**src/rtl/cwb_pkg.sv**
```systemverilog
package cwb_pkg;
  localparam int unsigned CMD_BUSY_BIT = 31;
  localparam int unsigned CMD_READ_BIT = 30;
  localparam int unsigned CMD_UP_BIT   = 29;
  localparam int unsigned CMD_DOWN_BIT = 28;
  localparam int unsigned CMD_ERR_BIT  = 27;
  localparam int unsigned CMD_BE_LSB   = 16;

  typedef enum logic [1:0] {
    OP_NONE,
    OP_CMD,
    OP_DATA,
    OP_WIN
  } host_op_e;
endpackage

```
**src/rtl/cwb_decode.sv**
```systemverilog
module cwb_decode
  import cwb_pkg::*;
#(
  parameter int HOST_AW   = 8,
  parameter int FAB_AW    = 16,
  parameter int CMD_WORD  = 0,
  parameter int DATA_WORD = 1,
  parameter int WIN_BASE  = 64,
  parameter int WIN_SLOTS = 64,
  parameter int FAB_BASE  = 'h0200
) (
  input  logic [HOST_AW-1:0] host_addr,
  input  logic               host_we,
  output host_op_e           op,
  output logic               sel_cmd,
  output logic               sel_data,
  output logic [FAB_AW-1:0]  win_addr
);
  localparam int SLOT_W = (WIN_SLOTS > 1) ? $clog2(WIN_SLOTS) : 1;

  logic [31:0] addr_w;
  logic        in_win;

  assign addr_w   = 32'(host_addr);
  assign sel_cmd  = (addr_w == 32'(CMD_WORD));
  assign sel_data = (addr_w == 32'(DATA_WORD));

  generate
    if (WIN_SLOTS > 0) begin : g_win
      logic [SLOT_W-1:0] slot;
      assign in_win   = (addr_w >= 32'(WIN_BASE)) &&
                        (addr_w <  32'(WIN_BASE + WIN_SLOTS));
      assign slot     = SLOT_W'(addr_w - 32'(WIN_BASE));
      assign win_addr = FAB_AW'(FAB_BASE) + FAB_AW'(slot);
    end else begin : g_nowin
      assign in_win   = 1'b0;
      assign win_addr = '0;
    end
  endgenerate

  always_comb begin
    op = OP_NONE;
    if (host_we) begin
      if (sel_cmd)       op = OP_CMD;
      else if (sel_data) op = OP_DATA;
      else if (in_win)   op = OP_WIN;
    end
  end
endmodule

```
**src/rtl/cwb_step.sv**
```systemverilog
module cwb_step #(
  parameter int FAB_AW       = 16,
  parameter bit UP_PRIORITY  = 1'b1
) (
  input  logic [FAB_AW-1:0] cur,
  input  logic              up,
  input  logic              down,
  output logic              active,
  output logic [FAB_AW-1:0] nxt
);
  logic go_up;

  generate
    if (UP_PRIORITY) begin : g_up_wins
      assign go_up = up;
    end else begin : g_down_wins
      assign go_up = up && !down;
    end
  endgenerate

  assign active = up || down;
  assign nxt    = go_up ? cur + FAB_AW'(1) : cur - FAB_AW'(1);
endmodule

```
**src/rtl/cwb_core.sv**
```systemverilog
module cwb_core
  import cwb_pkg::*;
#(
  parameter int FAB_AW = 16,
  parameter int DW     = 32,
  parameter int BE_W   = DW / 8
) (
  input  logic              clk,
  input  logic              rst_n,
  input  host_op_e          op,
  input  logic [DW-1:0]     wdata,
  input  logic [FAB_AW-1:0] win_addr,
  input  logic              fab_ready,
  input  logic              step_active,
  input  logic [FAB_AW-1:0] step_addr,
  output logic              busy,
  output logic              err,
  output logic              up,
  output logic              down,
  output logic [FAB_AW-1:0] addr,
  output logic [BE_W-1:0]   be,
  output logic [DW-1:0]     data,
  output logic [31:0]       cmd_word
);
  logic rd_flag;
  logic cmd_launch;

  assign cmd_launch = wdata[CMD_BUSY_BIT] && !wdata[CMD_READ_BIT] &&
                      !wdata[CMD_UP_BIT] && !wdata[CMD_DOWN_BIT];

  always_ff @(posedge clk) begin
    if (!rst_n) begin
      busy    <= 1'b0;
      err     <= 1'b0;
      up      <= 1'b0;
      down    <= 1'b0;
      rd_flag <= 1'b0;
      addr    <= '0;
      be      <= '0;
      data    <= '0;
    end else begin
      if (busy && fab_ready) begin
        busy <= 1'b0;
        if (step_active) addr <= step_addr;
      end
      unique case (op)
        OP_CMD: begin
          if (wdata[CMD_ERR_BIT]) err <= 1'b0;
          if (busy) begin
            if (wdata[CMD_BUSY_BIT]) err <= 1'b1;
          end else begin
            rd_flag <= wdata[CMD_READ_BIT];
            up      <= wdata[CMD_UP_BIT];
            down    <= wdata[CMD_DOWN_BIT];
            be      <= wdata[CMD_BE_LSB +: BE_W];
            addr    <= wdata[FAB_AW-1:0];
            busy    <= cmd_launch;
          end
        end
        OP_DATA: begin
          if (busy) begin
            if (up || down) err <= 1'b1;
          end else begin
            data <= wdata;
            if (up || down) busy <= 1'b1;
          end
        end
        OP_WIN: begin
          if (busy) begin
            err <= 1'b1;
          end else begin
            addr    <= win_addr;
            be      <= '1;
            rd_flag <= 1'b0;
            data    <= wdata;
            busy    <= 1'b1;
          end
        end
        default: ;
      endcase
    end
  end

  always_comb begin
    cmd_word                          = '0;
    cmd_word[FAB_AW-1:0]              = addr;
    cmd_word[CMD_BE_LSB +: BE_W]      = be;
    cmd_word[CMD_ERR_BIT]             = err;
    cmd_word[CMD_DOWN_BIT]            = down;
    cmd_word[CMD_UP_BIT]              = up;
    cmd_word[CMD_READ_BIT]            = rd_flag;
    cmd_word[CMD_BUSY_BIT]            = busy;
  end
endmodule

```
**src/rtl/csr_window_bridge.sv**
```systemverilog
module csr_window_bridge
  import cwb_pkg::*;
#(
  parameter int HOST_AW   = 8,
  parameter int FAB_AW    = 16,
  parameter int DW        = 32,
  parameter int WIN_BASE  = 64,
  parameter int WIN_SLOTS = 64,
  parameter int FAB_BASE  = 'h0200
) (
  input  logic               clk,
  input  logic               rst_n,
  input  logic [HOST_AW-1:0] host_addr,
  input  logic [DW-1:0]      host_wdata,
  input  logic               host_we,
  output logic [DW-1:0]      host_rdata,
  output logic               fab_valid,
  input  logic               fab_ready,
  output logic [FAB_AW-1:0]  fab_addr,
  output logic [DW-1:0]      fab_data,
  output logic [DW/8-1:0]    fab_be
);
  localparam int BE_W = DW / 8;

  host_op_e          op;
  logic              sel_cmd;
  logic              sel_data;
  logic [FAB_AW-1:0] win_addr;
  logic              step_active;
  logic [FAB_AW-1:0] step_addr;
  logic              busy;
  logic              err_flag;
  logic              up_flag;
  logic              down_flag;
  logic [FAB_AW-1:0] cur_addr;
  logic [BE_W-1:0]   cur_be;
  logic [DW-1:0]     cur_data;
  logic [31:0]       cmd_word;

  cwb_decode #(
    .HOST_AW(HOST_AW), .FAB_AW(FAB_AW), .CMD_WORD(0), .DATA_WORD(1),
    .WIN_BASE(WIN_BASE), .WIN_SLOTS(WIN_SLOTS), .FAB_BASE(FAB_BASE)
  ) u_decode (
    .host_addr(host_addr), .host_we(host_we), .op(op),
    .sel_cmd(sel_cmd), .sel_data(sel_data), .win_addr(win_addr)
  );

  cwb_step #(.FAB_AW(FAB_AW), .UP_PRIORITY(1'b1)) u_step (
    .cur(cur_addr), .up(up_flag), .down(down_flag),
    .active(step_active), .nxt(step_addr)
  );

  cwb_core #(.FAB_AW(FAB_AW), .DW(DW), .BE_W(BE_W)) u_core (
    .clk(clk), .rst_n(rst_n), .op(op), .wdata(host_wdata),
    .win_addr(win_addr), .fab_ready(fab_ready),
    .step_active(step_active), .step_addr(step_addr),
    .busy(busy), .err(err_flag), .up(up_flag), .down(down_flag),
    .addr(cur_addr), .be(cur_be), .data(cur_data), .cmd_word(cmd_word)
  );

  assign fab_valid = busy;
  assign fab_addr  = cur_addr;
  assign fab_data  = cur_data;
  assign fab_be    = cur_be;

  always_comb begin
    host_rdata = '0;
    if (sel_cmd)       host_rdata = DW'(cmd_word);
    else if (sel_data) host_rdata = cur_data;
  end
endmodule

```
**config.mk**
```make
export PLATFORM = sky130hd
export DESIGN_NAME = csr_window_bridge
export DESIGN_NICKNAME = d
export VERILOG_FILES = /design/src/rtl/cwb_pkg.sv /design/src/rtl/cwb_decode.sv /design/src/rtl/cwb_step.sv /design/src/rtl/cwb_core.sv /design/src/rtl/csr_window_bridge.sv
export SDC_FILE = /design/constraint.sdc
export NUM_CORES = 1
export LEC_CHECK = 0
export CORE_MARGIN = 1.5
export CORE_UTILIZATION = 40
export CTS_BUF_LIST = sky130_fd_sc_hd__clkbuf_8 sky130_fd_sc_hd__clkbuf_16
export DETAILED_ROUTE_END_ITERATION = 12
export GPL_TIMING_DRIVEN = 0
export MAX_ROUTING_LAYER = met4
export PLACE_DENSITY = 0.83
export SETUP_SLACK_MARGIN = 0.02
export SYNTH_ARGS = -nofsm -noshare
export SYNTH_HDL_FRONTEND = slang
export SYNTH_SLANG_ARGS = --single-unit
```
**constraint.sdc**
```tcl
create_clock -name clk -period 2.4 [get_ports clk]
set_input_delay 0.6 -clock clk [delete_from_list [all_inputs] [get_ports clk]]
set_output_delay 0.6 -clock clk [all_outputs]
set_load 0.01 [all_outputs]
```
* Word level (Yosys, flattened, before mapping) *
Index checks and enable logic that the tools add are counted.

storage, ports and cells
  register bits = 57
  input port bits = 44

operators by class
  add/sub/neg operators = 4
  order comparisons = 2
  equal/unequal tests = 9
  multiplexer cells = 31
  bitwise logic cells = 1
  reductions and logical operators = 17

operators by type and width
  cell                                                                count
  2-to-1 mux 16 bit                                                   5
  2-to-1 mux 32 bit                                                   2
  logical NOT 32 bit                                                  1
  one-hot mux 16 bit (2 select lines)                                 1
  adder 16 x 1 -> 16 bit (second input constant)                      1
  subtractor 16 x 1 -> 16 bit (second input constant)                 1
  2-to-1 mux 1 bit                                                    13
  adder 10 x 6 -> 11 bit (first input constant)                       1
  == test 8 x 1 -> 1 bit (second input constant)                      1
  greater-or-equal comparator 8 x 7 -> 1 bit (second input constant)  1
  less-than comparator 8 bit (second input constant)                  1
  2-to-1 mux 2 bit                                                    4
  2-to-1 mux 4 bit                                                    2
  one-hot mux 4 bit (2 select lines)                                  1
  inequality test 2 bit (second input constant)                       3
  one-hot mux 1 bit (3 select lines)                                  2
  subtractor 6 x 1 -> 6 bit (second input constant)                   1
  logical AND 1 bit                                                   5
  == test 2 bit (second input constant)                               2
  inequality test 2 x 1 -> 1 bit (second input constant)              2
  AND reduction 2 bit                                                 2
  AND reduction 4 bit                                                 1
  logical NOT 1 bit                                                   3
  AND reduction 3 bit                                                 1
  other kinds (7)                                                     7

* Longest topological paths before layout *
Gate-level depths: netlist of the first run.

  depth after elaboration = 9
  depth in mapped cells = 9

* Modules after synthesis *
Synthesis of the first run repeated with hierarchy kept, for this count alone.

unflattened totals
  cells, all modules = 507
  area total of the unflattened synthesis = 4082.7 um^2

by module, submodules not included
  module             instances  cells each  area an instance (um^2)
  cwb_core           1          312         2656.3
  cwb_step           1          125         878.3
  csr_window_bridge  1          44          361.6
  cwb_decode         1          26          186.4

* Least setup slack after synthesis of the first run *
Ideal clock, no wire load.

  path type = reg-to-reg
  start = register u_core.up
  end = register u_core.addr[10]
  arrival time = 2.357 ns
  path slack = -0.027 ns
  stages on the path, launching flop included = 10
  period minus slack after synthesis = 2.427 ns
  cell sequence = dfxtp_1 -> inv_1 -> ha_1 -> and2b_1 -> o211ai_1 -> a21boi_2 -> o31ai_1 -> xor2_1 -> a211o_1 -> a21oi_1

on the way
  cells in the longest elaborated chain, start to end = 5

RTL lines
  element                                                RTL line                        text
  from (decl)                                            cwb_core.sv:18                  output logic up,
  from (signal assigned)                                 cwb_core.sv:53                  up <= wdata[CMD_UP_BIT];
  2-to-1 mux 16 bit or logical OR 1 bit (tied branches)  cwb_step.sv:22, cwb_step.sv:21
  2-to-1 mux 16 bit (*)                                  cwb_core.sv:44                  if (step_active) addr <= step_addr;
  2-to-1 mux 16 bit (*)                                  cwb_core.sv:42                  if (busy && fab_ready) begin
  2-to-1 mux 16 bit, on equally long branches            cwb_core.sv:69, cwb_core.sv:49
  one-hot mux 16 bit (2 select lines) (*)                cwb_core.sv:46                  unique case (op)
  to (signal assigned)                                   cwb_core.sv:44
  to (signal assigned)                                   cwb_core.sv:56                  addr <= wdata[FAB_AW-1:0];
  to (signal assigned)                                   cwb_core.sv:72                  addr <= win_addr;
  to (decl)                                              cwb_core.sv:20                  output logic [FAB_AW-1:0] addr,

Every way passes the cells marked *; elsewhere a longest branch is shown, timed or not.
A chain may end at the register's enable or synchronous reset.

* Final worst setup path of the first run *
  start = register u_core.up
  end = register u_core.addr[15]

Same word-level chain as after synthesis.

==> results of run 1 <==
-- synth_stat cells, types with 2 or more instances --
library cell	instances
xor2_1	4
o21ai_1	2
mux2i_1	25
a21o_1	4
a222oi_1	7
o21bai_1	2
o21ai_0	16
nand3_1	5
nand3b_1	2
o221a_2	4
a31oi_1	3
inv_1	6
buf_2	8
nor3_1	3
clkbuf_1	15
o31ai_1	3
ha_1	14
o21a_1	2
a21oi_2	2
nand2_1	97
nor2_1	47
buf_1	2
a21oi_1	55
dfxtp_1	57
and3_1	10
xnor2_1	8
a22oi_1	2
and2_1	2
nand2b_1	3
-- final cells by class --
class / count / area, sq um / share of cell area, %
tap: 105 / 131 / 2.50
timing repair buffer: 140 / 1220 / 23.2
inverter: 7 / 30.0 / 0.572
clock buffer: 15 / 206 / 3.94
multi-input combinational: 349 / 2370 / 45.1
clock inverter: 1 / 5.00 / 0.0954
buffer: 26 / 138 / 2.62
sequential: 57 / 1150 / 21.9
-- power breakdown --
group | switching (mW) | internal (mW)
Combinational | 0.219 | 0.219
Sequential | 0.0282 | 0.972
Clock | 0.372 | 0.542
-- flip-flops by register name (all words and copies together) (netlist names) --
signal / flops
u_core.data: 32
u_core.addr: 16
u_core.be: 4
u_core.busy: 1
u_core.down: 1
u_core.err: 1
u_core.rd_flag: 1
u_core.up: 1
-- timing repair --
| item | in CTS | in global routing |
|---|---|---|
| setup endpoints to repair | 46 | 36 |
| gates cloned | 1 | 1 |
| buffers inserted | 9 | 3 |
| hold buffers | 0 | 0 |
| pin swaps | 8 | 21 |
| resized for setup | 149 | 61 |
-- per-layer routing --
layer	wire (um)	vias to the layer above	global-route usage [%]	share of wire [%]
li1	-	1848	-	-
met1	4880	1861	31.4	38
met2	6240	247	46.8	49
met3	1140	60	5.26	8.9
met4	579	0	16.9	4.5
met5	0	-	-	0
-- worst max-delay path, stage by stage (launching register included) --
cell and delay, ps:
dfxtp_4 390, clkinvlp_4 110, buf_12 160, ha_4 320
nand3_4 80, o211ai_4 220, nand4_4 150, a2111oi_4 440
nor3_4 100, mux2_4 310, a21oi_2 100
-- placed cells by master (no fill, tap or decap), types with 5 or more instances in the layout --
cell type         n
clkbuf_8         16
xnor2_1           8
nand2_1          96
clkbuf_1         13
nor2_1           43
clkbuf_2         14
clkdlybuf4s50_1  87
buf_4            11
mux2i_1          25
ha_4              9
inv_1             5
dfxtp_1          54
buf_2            31
buf_6             5
o21ai_0          15
a21oi_1          52
and3_1            9
a222oi_1          7
-- cell families after synthesis --
logic type | after synthesis
multiplexers | 26
XOR/XNOR | 12
AND/OR/NAND/NOR | 180
flip-flops | 57
adder cells (fa/ha/maj) | 15
buffers and inverters | 34
AO/OA/AOI/OAI | 116
-- metrics by stage --
step / worst slack, ps / utilization, % / area [sq um]
after detailed placement: -975 / 58.3 / 4790
after global placement: -943 / 58.3 / 4790
after CTS: 7.12 / 63.1 / 5190
final: -65.1 / 63.8 / 5250
after global routing: -111 / 63.8 / 5250
after floorplan: -4.57 / - / 3390
-- worst min-delay path by stage --
stage | startpoint | cells after the start | endpoint | slack [ps]
after global placement | u_core.data[21]$_SDFFE_PN0P_ | 2 | u_core.data[21]$_SDFFE_PN0P_ | 450
after CTS | u_core.data[25]$_SDFFE_PN0P_ | 2 | u_core.data[25]$_SDFFE_PN0P_ | 470
final | u_core.data[25]$_SDFFE_PN0P_ | 2 | u_core.data[25]$_SDFFE_PN0P_ | 470
after detailed placement | u_core.data[25]$_SDFFE_PN0P_ | 2 | u_core.data[25]$_SDFFE_PN0P_ | 460
after global routing | u_core.data[25]$_SDFFE_PN0P_ | 2 | u_core.data[25]$_SDFFE_PN0P_ | 490
after floorplan | u_core.down$_SDFFE_PN0P_ | 2 | u_core.down$_SDFFE_PN0P_ | 450
==> impl_results.md, run 1 <==
* Max-cap check violation count at 0
* R2R cell count at 10
* Clock period minus worst slack at 2470 ps
* Crit. End Element: flop
* Clk root buf: clkbuf_8
* Global-route wire length before repair at 18800 um
* Worst setup path startpoint: u_core.up$_SDFFE_PN0P_
* Power Density at 448 mW/mm^2
* Overflow after GRT at 0
* Hold Path Class: flop to flop
* Number of routed nets with antenna violations at 0
* Status: complete, but fails checks
* Ant. Diodes at 0
* Row Count at 33
* Library cells used by synthesis at 59
* Initial antenna violation count at 0
* Dpl hpwl at 8930 um
* Via density per instance at 5.74
* Initial Utilization at between 40% and 50%
* Post-Syn Nets at 499
* Worst Setup Path Type: flop to flop
* Max Slew Vio Count at 0
* Largest net degree at the start of global routing at 11
* Fill cell count at 699
* DR WL/cell at 18.3 um
* Clk buf depth at 2
* Synth Warn # at 0
* Routed WL at around 13000 um
* Hold WS at 466 ps
* Initial DRC count at roughly 350
* Finish-stage setup viols at 2
* Port buffer count at 126
* Total CTS buffers at 9
* Max Clock Freq at 406 MHz
* Max transition margin at about 41%
* H-tree levels at 3
* Final Hold Fails at 0
* Number of global-route vias before repair at 3750
* Tcrit/Tclk final at 103%
* CTS tree: done
* Clock transition at the registers of the reported paths at about 60 ps
* RSZ-0062 raised after global routing: true
* Synth Instances at 440
* Clock sink count at 57
* Detailed Routing Iterations Pass 1 at 7
* Yosys reg bits at 57
* Lkg Pwr at 2.07 nW
* Synthesized cell area at 0.00339 sq mm
* Die Span X at 95.1 um
* Synth area leaders: dfxtp_1 (34%), nand2_1 (11%), a21oi_1 (8.1%)
* # nets final at about 650
* CP arrival at 2740 ps
* Main combinational cell family by area after synthesis: simple AND/OR/NAND/NOR gates
* Cell type with the largest total area after synthesis: dfxtp_1
* IO Pins at between 100 and 150
* GPL Wtd Cong at 0.885
* Total negative slack at -68.3 ps
* R2r startpoint: u_core.up$_SDFFE_PN0P_
* Peak supply drop at 0.223 mV
* Worst-Margin Slew at 884 ps
* Register area share after synthesis at 33.7%
* Final Non-Filler Cells at 700
* DRC errors left at 0
* Total GRT Usage at 28.2%
* Most used DFF post-synth: dfxtp_1
* Multiplexer share of the synthesized area at 7.83%
* Post-synth EDFFs at 0
* Core area at 0.00822 sq mm
* Final WS setup at -65.1 ps
* Post-Synth XOR/XNOR Area at 3.10%
* Syn-to-layout area delta at 54.8%
* Final Total Pwr at 2.35 mW
* Asr flop ratio synth at 0%
* CP endpoint: u_core.addr[15]$_SDFF_PN0_
* Post-synth top area share at 33.7%
* Failing checks: negative setup slack
* Post-Synth Adder-Cell Area at under 10%
* Worst clock skew at 5.42 ps
* Vias after detailed routing at 4016
* Maximum fanout along the worst path at 8
* WP data required at around 2700 ps
* Placed cell count at 671
* FF-to-FF End: u_core.addr[15]$_SDFF_PN0_
* Die Y at 95.1 um
* Critical path launch point type: flop
* Worst-Skew Late Latency at 340 ps
* Total Die Area at 0.00903 sq mm
* Complex-gate fraction of the synthesized area at between 20 and 25%
* Syn_area_per_cell at 7.70 sq um
* Post-Synth Simple-Gate Area at 23.0%
* R2R setup slack at -70 ps
* Layout cells sized above 1 at 21.7%
No activity file was read; power rests on OpenSTA's default activity.
==> run 2, diff against run 1 <==
--- a/config.mk
+++ b/config.mk
@@ -13,6 +13,7 @@
 export MAX_ROUTING_LAYER = met4
 export PLACE_DENSITY = 0.83
 export SETUP_SLACK_MARGIN = 0.02
+export SKIP_LAST_GASP = 1
 export SYNTH_ARGS = -nofsm -noshare
 export SYNTH_HDL_FRONTEND = slang
 export SYNTH_SLANG_ARGS = --single-unit
==> run 2 against run 1 <==
The flow still finishes with violations (negative setup slack). Critical path type unchanged. Global-route usage did not move. Cell area rose by 0.21%. Largest power group unchanged. Clock skew rose by 1.4 ps. First-iteration DRC count fell by 7.8%. Wire length rose by 0.30%. Sequential power barely moved. Critical path depth did not move. Maximum frequency fell by 0.13%. Cell count did not move. Clock power barely moved. Via count fell by 0.75%.
==> impl_results.md, run 2 (same netlist as run 1, synthesis figures left out) <==
* Status: complete, but fails checks
* Failing checks: negative setup slack
* CP arrival at 2740 ps (about the same)
* Lkg Pwr at 2.07 nW (about the same)
* Routed WL at 12900 um (+0.30%)
* Final WS setup at -68.4 ps (-3.30 ps)
* CP max-delay cell: a2111oi_4
* Final Hold Fails at 0 (unchanged)
* Maximum fanout along the worst path at 8 (unchanged)
* Die Span X at 95.1 um (unchanged)
* Clock period minus worst slack at 2470 ps (+3.30 ps)
* Max Slew Vio Count at 0 (unchanged)
* Hold WS at 466 ps (-0.0750 ps)
* Worst-Margin Slew at 841 ps (-43.0 ps)
* Overflow after GRT at 0 (unchanged)
* Tcrit/Tclk final at 103% (+0.14 points)
* Commonest non-fill, non-tap cell in the layout: nand2_1
* Hold Path Class: flop to flop
* R2R setup slack at -70 ps (about the same)
* Cell family with most CP delay: compound AO/OA/AOI/OAI gates
* GPL Wtd Cong at 0.885 (unchanged)
* Ant. Diodes at 0 (unchanged)
* Setup WS pre-CTS at -975 ps (unchanged)
* Largest regs: u_core.data (32), u_core.addr (16), u_core.be (4)
* R2r startpoint: u_core.up$_SDFFE_PN0P_
* Pint at 1.73 mW (about the same)
* Die Y at 95.1 um (unchanged)
* Syn-to-layout area delta at 55.1%
* CTS tree: done
* Via density per instance at 5.69 (-0.75%)
* Slowest cell delay on critical path at 440 ps (about the same)
* Worst-Skew Late Latency at 350 ps (about the same)
* Row Count at 33 (unchanged)
* Sw Ratio at 26.3% (about the same)
* Worst clock skew at 6.84 ps (+1.43 ps)
* DR WL/cell at 18.4 um (+0.30%)
* Total CTS buffers at 9 (unchanged)
* Hold path cells at 2 (unchanged)
* Initial Utilization at 41.3% (unchanged)
* FF-to-FF End: u_core.addr[15]$_SDFF_PN0_
* Most flop-heavy register: u_core.data
* M1 GR Usage at 31.4% (unchanged)
* DRC errors left at 0 (unchanged)
* Final Total Pwr at 2.35 mW (about the same)
* Max Clock Freq at 405 MHz (-0.13%)
* Grt met3 use at 5.26% (unchanged)
* Detailed Routing Iterations Pass 1 at 6 (-1)
* Layout cells sized above 1 at 21.5% (-0.17 points)
* Initial DRC count at 319 (-7.8%)
* Worst Setup Path Type: flop to flop
* Met2 global-route usage at 46.8% (unchanged)
* Core area at 0.00822 sq mm (unchanged)
* Total GRT Usage at 28.2% (unchanged)
* Vias after detailed routing at 3986 (-0.75%)
* Placed cell count at 671 (unchanged)
* Max transition margin at 43.6% (+2.9 points)
* Comb power frac at 18.6% (about the same)
* Clock transition at the registers of the reported paths at 60 ps (about the same)
* Final Non-Filler Cells at 700 (unchanged)
* Clock power frac at 38.8% (about the same)
* Crit path cell chain: clkinvlp_4 -> buf_12 -> ha_4 -> nand3_4 -> o211ai_4 -> nand4_4 -> a2111oi_4 -> nor3_4 -> mux2_4 -> a21oi_2
* Largest net degree at the start of global routing at 11 (unchanged)
* Power Density at 448 mW/mm^2 (-0.18%)
* Cell area after layout at 0.00526 sq mm (+0.21%)
* Number of global-route vias before repair at 3750 (unchanged)
* Leading cell types in the layout, fill and taps excluded: nand2_1 (96), clkdlybuf4s50_1 (87), dfxtp_1 (54), a21oi_1 (52), nor2_1 (43)
* Initial antenna violation count at 0 (unchanged)
* IO Pins at 129 (unchanged)
* Finish-stage setup viols at 4 (+2)
* Min-delay src: u_core.data[25]$_SDFFE_PN0P_
* Max-cap check violation count at 0 (unchanged)
* Clock sink count at 57 (unchanged)
* Total Die Area at 0.00903 sq mm (unchanged)
* Dpl cell area at 0.00479 sq mm (unchanged)
* Largest register FFs at 32 (unchanged)
* Global-route wire length before repair at 18800 um (unchanged)
* R2R cell count at 10 (unchanged)
* Crit. End Element: flop
* Critical path launch point type: flop
* Number of routed nets with antenna violations at 0 (unchanged)
* Dpl hpwl at 8930 um (unchanged)
* WP data required at 2670 ps (about the same)
* Power share of the sequential group at 42.5% (about the same)
* Net Sw Power at 0.620 mW (about the same)
* H-tree levels at 3 (unchanged)
* Gr busiest metal: met2
* Clk root buf: clkbuf_8
* Port buffer count at 126 (unchanged)
* Worst hold endpoint: u_core.data[25]$_SDFFE_PN0P_
* Peak supply drop at 0.223 mV (about the same)
* Clk buf depth at 2 (unchanged)
* # nets final at 649 (unchanged)
* RSZ-0062 raised after global routing: true
* Worst Path Buf+Inv at 2 (unchanged)
## run 2: cell types whose count changed in the layout (fill, tap and decap cells not counted), sizes merged
cell | before | now
clkdlybuf4s15 | 2 | 4
buf | 49 | 48
clkbuf | 43 | 42
## run 2: routing by layer
layer	up-vias	share of wire, %
li1	1848	-
met1	1855	39
met2	227	49
met3	56	8.1
met4	0	4.6
met5	-	0
## run 2: worst reg2reg max path, cell delays in order (launching register included)
cell and delay, ps:
dfxtp_4 390, clkinvlp_4 120, buf_12 160, ha_4 320, nand3_4 80, o211ai_4 220, nand4_4 150, a2111oi_4 440
nor3_4 100, mux2_4 310, a21oi_2 100
## run 2: how the worst max path moves through the flow
| stage | startpoint | end | slack (ps) | cells after the start |
|---|---|---|---|---|
| final | u_core.up$_SDFFE_PN0P_ | u_core.addr[15]$_SDFF_PN0_ | -70 | 10 |
| after CTS | u_core.up$_SDFFE_PN0P_ | u_core.addr[15]$_SDFF_PN0_ | 7 | 10 |
| after floorplan | u_core.up$_SDFFE_PN0P_ | u_core.addr[15]$_SDFF_PN0_ | -5 | 9 |
| after global routing | u_core.up$_SDFFE_PN0P_ | u_core.addr[15]$_SDFF_PN0_ | -110 | 10 |
| after global placement | host_addr[6] | host_rdata[6] | -940 | 6 |
| after detailed placement | host_addr[6] | host_rdata[7] | -970 | 6 |
## run 2: area by class of cell
| class | count | area [sq um] |
|---|---|---|
| fillers | 697 | 2960 |
| clock buffers | 15 | 206 |
| well taps | 105 | 131 |
| multi-input cells | 349 | 2370 |
| plain buffers | 26 | 138 |
| repair buffers | 140 | 1230 |
| flip-flops and latches | 57 | 1150 |
| clock inverters | 1 | 5.00 |
| inverters | 7 | 30.0 |
## run 2: power by group through the flow
stage | Sequential, mW | Clock [mW] | Combinational (mW)
after floorplan | 1.03 | 0 | 0.192
after global placement | 1.02 | 0 | 0.380
after detailed placement | 1.02 | 0 | 0.390
after CTS | 1.00 | 0.922 | 0.410
after global routing | 1.00 | 0.952 | 0.468
final | 1.00 | 0.914 | 0.439
## run 2: timing repair
item / 4_1_cts / 5_1_grt
buffers inserted: 9 / 3
resized for setup: 149 / 59
setup endpoints to repair: 46 / 36
hold endpoints to repair: 0 / 0
hold buffers: 0 / 0
pin swaps: 8 / 18
cloned: 1 / 1
## run 2: stage by stage
stage,TNS (ps),util [%]
finish,-97.1,64.0
global route,-527,64.0
CTS,0,63.1
detailed placement,-41380,58.3
global placement,-37780,58.3
floorplan,-4.57,-
